$ cat src/rtl/cfg_block_slave.sv
module cfg_block_slave #(
  parameter logic [6:0]        DEV_ADDR = 7'h69,
  parameter int                NREG     = 7,
  parameter logic [NREG*8-1:0] RST_VAL  = 56'h55_0A_3C_FF_FF_FF_00
) (
  input  logic              clk,
  input  logic              rst_n,
  input  logic              scl_i,
  input  logic              sda_i,
  output logic              sda_oe,
  output logic [NREG*8-1:0] regs_o
);

  localparam int            IW      = $clog2(NREG + 3);
  localparam logic [IW-1:0] IDX_MAX = IW'(NREG + 2);

  localparam logic [2:0] S_IDLE  = 3'd0;
  localparam logic [2:0] S_RX    = 3'd1;
  localparam logic [2:0] S_RXACK = 3'd2;
  localparam logic [2:0] S_TX    = 3'd3;
  localparam logic [2:0] S_TXACK = 3'd4;

  logic [2:0]        scl_s, sda_s;
  logic [2:0]        st;
  logic [3:0]        bitcnt;
  logic [IW-1:0]     idx;
  logic [7:0]        sr;
  logic [7:0]        tx_byte;
  logic              rw, addr_ph;
  logic [NREG*8-1:0] bank;

  always_ff @(posedge clk or negedge rst_n)
    if (!rst_n) begin
      scl_s <= 3'b111;
      sda_s <= 3'b111;
    end else begin
      scl_s <= {scl_s[1:0], scl_i};
      sda_s <= {sda_s[1:0], sda_i};
    end

  wire scl_rise = scl_s[1] & ~scl_s[2];
  wire scl_fall = ~scl_s[1] & scl_s[2];
  wire scl_high = scl_s[1] & scl_s[2];
  wire start_c  = scl_high & ~sda_s[1] & sda_s[2];
  wire stop_c   = scl_high & sda_s[1] & ~sda_s[2];
  wire idx_inc  = (idx != IDX_MAX);

  always_comb begin
    tx_byte = 8'hFF;
    if (idx == '0) tx_byte = 8'(NREG);
    for (int i = 0; i < NREG; i++)
      if (idx == IW'(i + 1)) tx_byte = bank[8*i +: 8];
  end

  assign regs_o = bank;

  always_ff @(posedge clk or negedge rst_n) begin
    if (!rst_n) begin
      st      <= S_IDLE;
      bitcnt  <= '0;
      idx     <= '0;
      sr      <= '0;
      rw      <= 1'b0;
      addr_ph <= 1'b0;
      sda_oe  <= 1'b0;
      bank    <= RST_VAL;
    end else if (start_c) begin
      st      <= S_RX;
      bitcnt  <= '0;
      idx     <= '0;
      rw      <= 1'b0;
      addr_ph <= 1'b1;
      sda_oe  <= 1'b0;
    end else if (stop_c) begin
      st     <= S_IDLE;
      sda_oe <= 1'b0;
    end else begin
      case (st)
        S_RX: begin
          if (scl_rise && bitcnt != 4'd8) begin
            sr     <= {sr[6:0], sda_s[1]};
            bitcnt <= bitcnt + 4'd1;
          end else if (scl_fall && bitcnt == 4'd8) begin
            bitcnt <= '0;
            if (addr_ph) begin
              if (sr[7:1] == DEV_ADDR) begin
                addr_ph <= 1'b0;
                rw      <= sr[0];
                sda_oe  <= 1'b1;
                st      <= S_RXACK;
              end else begin
                st <= S_IDLE;
              end
            end else begin
              for (int i = 0; i < NREG; i++)
                if (idx == IW'(i + 2)) bank[8*i +: 8] <= sr;
              if (idx_inc) idx <= idx + 1'b1;
              sda_oe <= 1'b1;
              st     <= S_RXACK;
            end
          end
        end
        S_RXACK: begin
          if (scl_fall) begin
            if (rw) begin
              sr     <= tx_byte;
              sda_oe <= ~tx_byte[7];
              st     <= S_TX;
            end else begin
              sda_oe <= 1'b0;
              st     <= S_RX;
            end
          end
        end
        S_TX: begin
          if (scl_rise) begin
            bitcnt <= bitcnt + 4'd1;
          end else if (scl_fall) begin
            if (bitcnt == 4'd8) begin
              bitcnt <= '0;
              sda_oe <= 1'b0;
              if (idx_inc) idx <= idx + 1'b1;
              st <= S_TXACK;
            end else begin
              sr     <= {sr[6:0], 1'b0};
              sda_oe <= ~sr[6];
            end
          end
        end
        S_TXACK: begin
          if (scl_rise) begin
            if (sda_s[1]) st <= S_IDLE;
          end else if (scl_fall) begin
            sr     <= tx_byte;
            sda_oe <= ~tx_byte[7];
            st     <= S_TX;
          end
        end
        default: ;
      endcase
    end
  end

endmodule

$ cat config.mk
export PLATFORM = sky130hd
export DESIGN_NAME = cfg_block_slave
export DESIGN_NICKNAME = d
export VERILOG_FILES = /design/src/rtl/cfg_block_slave.sv
export SDC_FILE = /design/constraint.sdc
export NUM_CORES = 1
export LEC_CHECK = 0
export CAP_MARGIN = 20
export CORE_AREA = 2 2 92 94
export CTS_CLUSTER_SIZE = 20
export DETAILED_ROUTE_END_ITERATION = 12
export DIE_AREA = 0 0 94 96
export HOLD_SLACK_MARGIN = 0.12
export PLACE_DENSITY = 0.79
export SKIP_CTS_REPAIR_TIMING = 1
export SYNTH_ARGS = -nofsm -noshare
export SYNTH_HDL_FRONTEND = slang
export SYNTH_SLANG_ARGS = --single-unit
export TNS_END_PERCENT = 5
$ cat constraint.sdc
create_clock -name clk -period 2.8 [get_ports clk]
set_clock_uncertainty 0.2 [all_clocks]
set_input_delay 0.28 -clock clk [delete_from_list [all_inputs] [get_ports clk]]
set_output_delay 0.28 -clock clk [all_outputs]
set_load 0.05 [all_outputs]
==> metrics.md <==
| Metric | Value |
|---|---|
| Outcome | `finished clean` |
| Type of origin of the critical path | `flip-flop` |
| DRC | `0` |
| Die Width | `94 µm` |
| Hold Vio Cnt, Final | `0` |
| Synth Area per Inst | `10.1 µm²` |
| Clk buf depth | `2` |
| Arrival @ worst endpoint | `2.64 ns` |
| Syn Nets | `444` |
| Synth unique cells | `52` |
| Peak VDD IR | `0.362 mV` |
| TritonRoute pass-1 iters | `4` |
| Slew HR | `59.6%` |
| Fin Setup TNS | `0 ns` |
| Seq cells post-synth | `84` |
| Measured slew at the worst slew-check pin | `0.591 ns` |
| Grt total ovfl | `0` |
| Slew Viols, Final | `0` |
| Final Core Density | `66.8%` |
| Sequential area share after synthesis | `49.7%` |
| Gr usage total | `27.3%` |
| First-pass GRT wire length | `18.5 mm` |
| Filler cell count | `642` |
| CP peak stage delay | `0.43 ns` |
| Yosys top cell area share | `25.4%` |
| Syn-to-layout area delta | `24.1%` |
| Post-Synthesis Cells | `431` |
| Worst Path Max Fanout | `11` |
| DP Wirelength | `8.09 mm` |
| RSZ-0062 raised after global routing | `false` |
| Routed len/inst | `19.3 µm` |
| ANT nets after route | `0` |
| Row cnt | `33` |
| Starting density of the core | `53.8%` |
| CP Class | `reg -> reg` |
| Worst-path clk slew | `0.09 ns` |
| Total number of vias | `3646` |
| # diodes | `0` |
| Vias per cell | `6.04` |
| # setup viols final | `0` |
| CP Cell Sequence | `inv_1 -> ha_1 -> and3b_1 -> nand4b_4 -> nor3_4 -> nand3_1 -> mux2_2` |
| Register area | `2150 µm²` |
| Core ar. | `8050 µm²` |
| CTS tree | `built` |
| Fmax | `387 MHz` |
| DRT iter0 DRCs | `192` |
| Slowest CP cell | `dfrtp_1` |
| Routed Wire Length | `11.7 mm` |
| Die H | `96 µm` |
| Share of layout cells above drive strength 1 | `22.8%` |
| Pwr per Cell Area | `702 nW/µm²` |
| Async set-reset flop share out of synthesis | `100%` |
| Tcrit/Tclk final | `92.2%` |
| Ys flop type | `dfrtp_1` |
| Synth area leader | `dfrtp_1` |
| I/O pin count | `61` |
| Placer congestion estimate | `0.967` |
| Final Net Count | `507` |
| Clk sinks | `84` |
| Initial antenna violation count | `0` |
| Max Cap Viol | `0` |
| I/O Buffers | `60` |
| Number of global-route vias before repair | `3397` |
| Number of synthesized flops with an enable pin | `0` |
| Worst Hold Class | `reg -> reg` |
| Post-synthesis cell area | `4330 µm²` |
| # H-tree levels | `3` |
| Multi-input logic area | `1990 µm²` |
| Final worst path period need | `2.58 ns` |
| Die area | `9020 µm²` |
| Root buffer cell | `clkbuf_8` |
| Yosys warning count | `0` |
| P_leak | `2.22 nW` |
| Largest cells by area after synthesis | `dfrtp_1 (25%), dfstp_2 (24%), mux2_2 (9.6%), nand2_1 (4.8%), o21ai_0 (4.4%)` |
| Largest net degree at the start of global routing | `85` |
| Power Total | `3.77 mW` |
| CP endpoint kind | `flip-flop` |
| Worst skew pair latency | `0.37 ns` |
| CP required | `2.86 ns` |
| Cts bufs inserted | `9` |
[kinds of logic (layout without fill, tap and decap cells)]
kind of cell / after synthesis / count (layout) / synth area share [%]
AO/OA/AOI/OAI: 109 / 109 / 16.4
AND/OR/NAND/NOR: 139 / 139 / 16.0
flip-flops: 84 / 84 / 49.7
XOR/XNOR: 3 / 3 / 0.607
adder cells (fa/ha/maj): 9 / 9 / 2.60
multiplexers: 39 / 39 / 10.1
buffers and inverters: 48 / 116 / 4.65
[cells in the final DEF, fill, tap and decap left out, types with 5 or more instances in the layout]
| cell | count |
|---|---|
| clkdlybuf4s50_1 | 59 |
| nand2_1 | 55 |
| dfrtp_1 | 44 |
| dfstp_2 | 40 |
| o21ai_0 | 38 |
| mux2_2 | 37 |
| nor2_1 | 28 |
| inv_1 | 20 |
| buf_4 | 16 |
| a21oi_1 | 15 |
| nand3_1 | 11 |
| clkbuf_8 | 10 |
| ha_1 | 9 |
| o221ai_1 | 8 |
| a221oi_1 | 7 |
| o22ai_1 | 7 |
| nand2b_1 | 6 |
| o211ai_1 | 6 |
| nand3b_1 | 5 |
| nor4_1 | 5 |
[registers in the layout, indices dropped and copies added (netlist names)]
signal / count
sda_oe: 1
scl_s: 3
st: 3
bitcnt: 4
sda_s: 3
rw: 1
idx: 4
addr_ph: 1
sr: 8
regs_o: 56
[stage by stage]
step | instance area [µm²] | setup WS (ns) | hold WS (ns) | instances
after detailed placement | 5050 | 0.104 | 0.149 | 583
after CTS | 5300 | 0.0383 | -0.0638 | 599
final | 5380 | 0.219 | 0.168 | 604
after global routing | 5380 | 0.0361 | 0.178 | 604
after global placement | 5050 | 0.0934 | 0.146 | 583
after floorplan | 4330 | 0.614 | -0.216 | 431
[cells in the mapped netlist (4+ instances only)]
cell and count:
a21oi_1 15, a221oi_1 7, a31oi_1 4, and2_1 4, and3_1 4, buf_2 14, clkbuf_1 12, dfrtp_1 44
dfstp_2 40, ha_1 9, inv_1 20, mux2_2 37, nand2_1 55, nand2b_1 6, nand3_1 12, nand3b_1 5
nor2_1 28, nor2b_1 4, nor3_1 4, nor4_1 5, o211ai_1 6, o21ai_0 38, o221ai_1 8, o22ai_1 7
[worst paths after layout]
path / startpoint / end / slack (ns) / cells after the start
min in group asynchronous: rst_n / scl_s[0]$_DFF_PN1_ / 0.25 / 2
min reg2reg: scl_s[0]$_DFF_PN1_ / scl_s[1]$_DFF_PN1_ / 0.17 / 0
max: bitcnt[0]$_DFFE_PN0P_ / regs_o[51]$_DFFE_PN0P_ / 0.22 / 7
max in group asynchronous: rst_n / sr[3]$_DFFE_PN0P_ / 1.52 / 3
max reg2reg: bitcnt[0]$_DFFE_PN0P_ / regs_o[51]$_DFFE_PN0P_ / 0.22 / 7
min: scl_s[0]$_DFF_PN1_ / scl_s[1]$_DFF_PN1_ / 0.17 / 0
[final cells by class]
| type | count | share of cell area, % |
|---|---|---|
| flip-flops and latches | 84 | 40.0 |
| clock inverters | 5 | 2.00 |
| well taps | 105 | 2.44 |
| inverters | 20 | 1.40 |
| multi-input cells | 299 | 37.0 |
| repair buffers | 80 | 14.5 |
| clock buffers | 11 | 2.63 |
[power breakdown]
part | switching [mW] | leakage [nW] | internal, mW
registers | 0.213 | 0.996 | 1.31
logic | 0.724 | 1.10 | 0.444
clock network | 0.459 | 0.124 | 0.622
[metal layers]
metal,GRT usage [%],part of all wire (%),vias to the layer above
li1,-,-,1675
met1,39.3,45,1803
met2,42.0,47,148
met3,4.15,6.0,20
met4,10.4,2.2,0
met5,0,0,-
[worst max-delay path, delay by kind of cell (launching register included)]
family | cells | cell delay (ns)
adder cells (fa/ha/maj) | 1 | 0.16
buffers and inverters | 1 | 0.07
flip-flops | 1 | 0.43
multiplexers | 1 | 0.39
AND/OR/NAND/NOR | 4 | 1.21
Power figures use the tool's default switching activity.
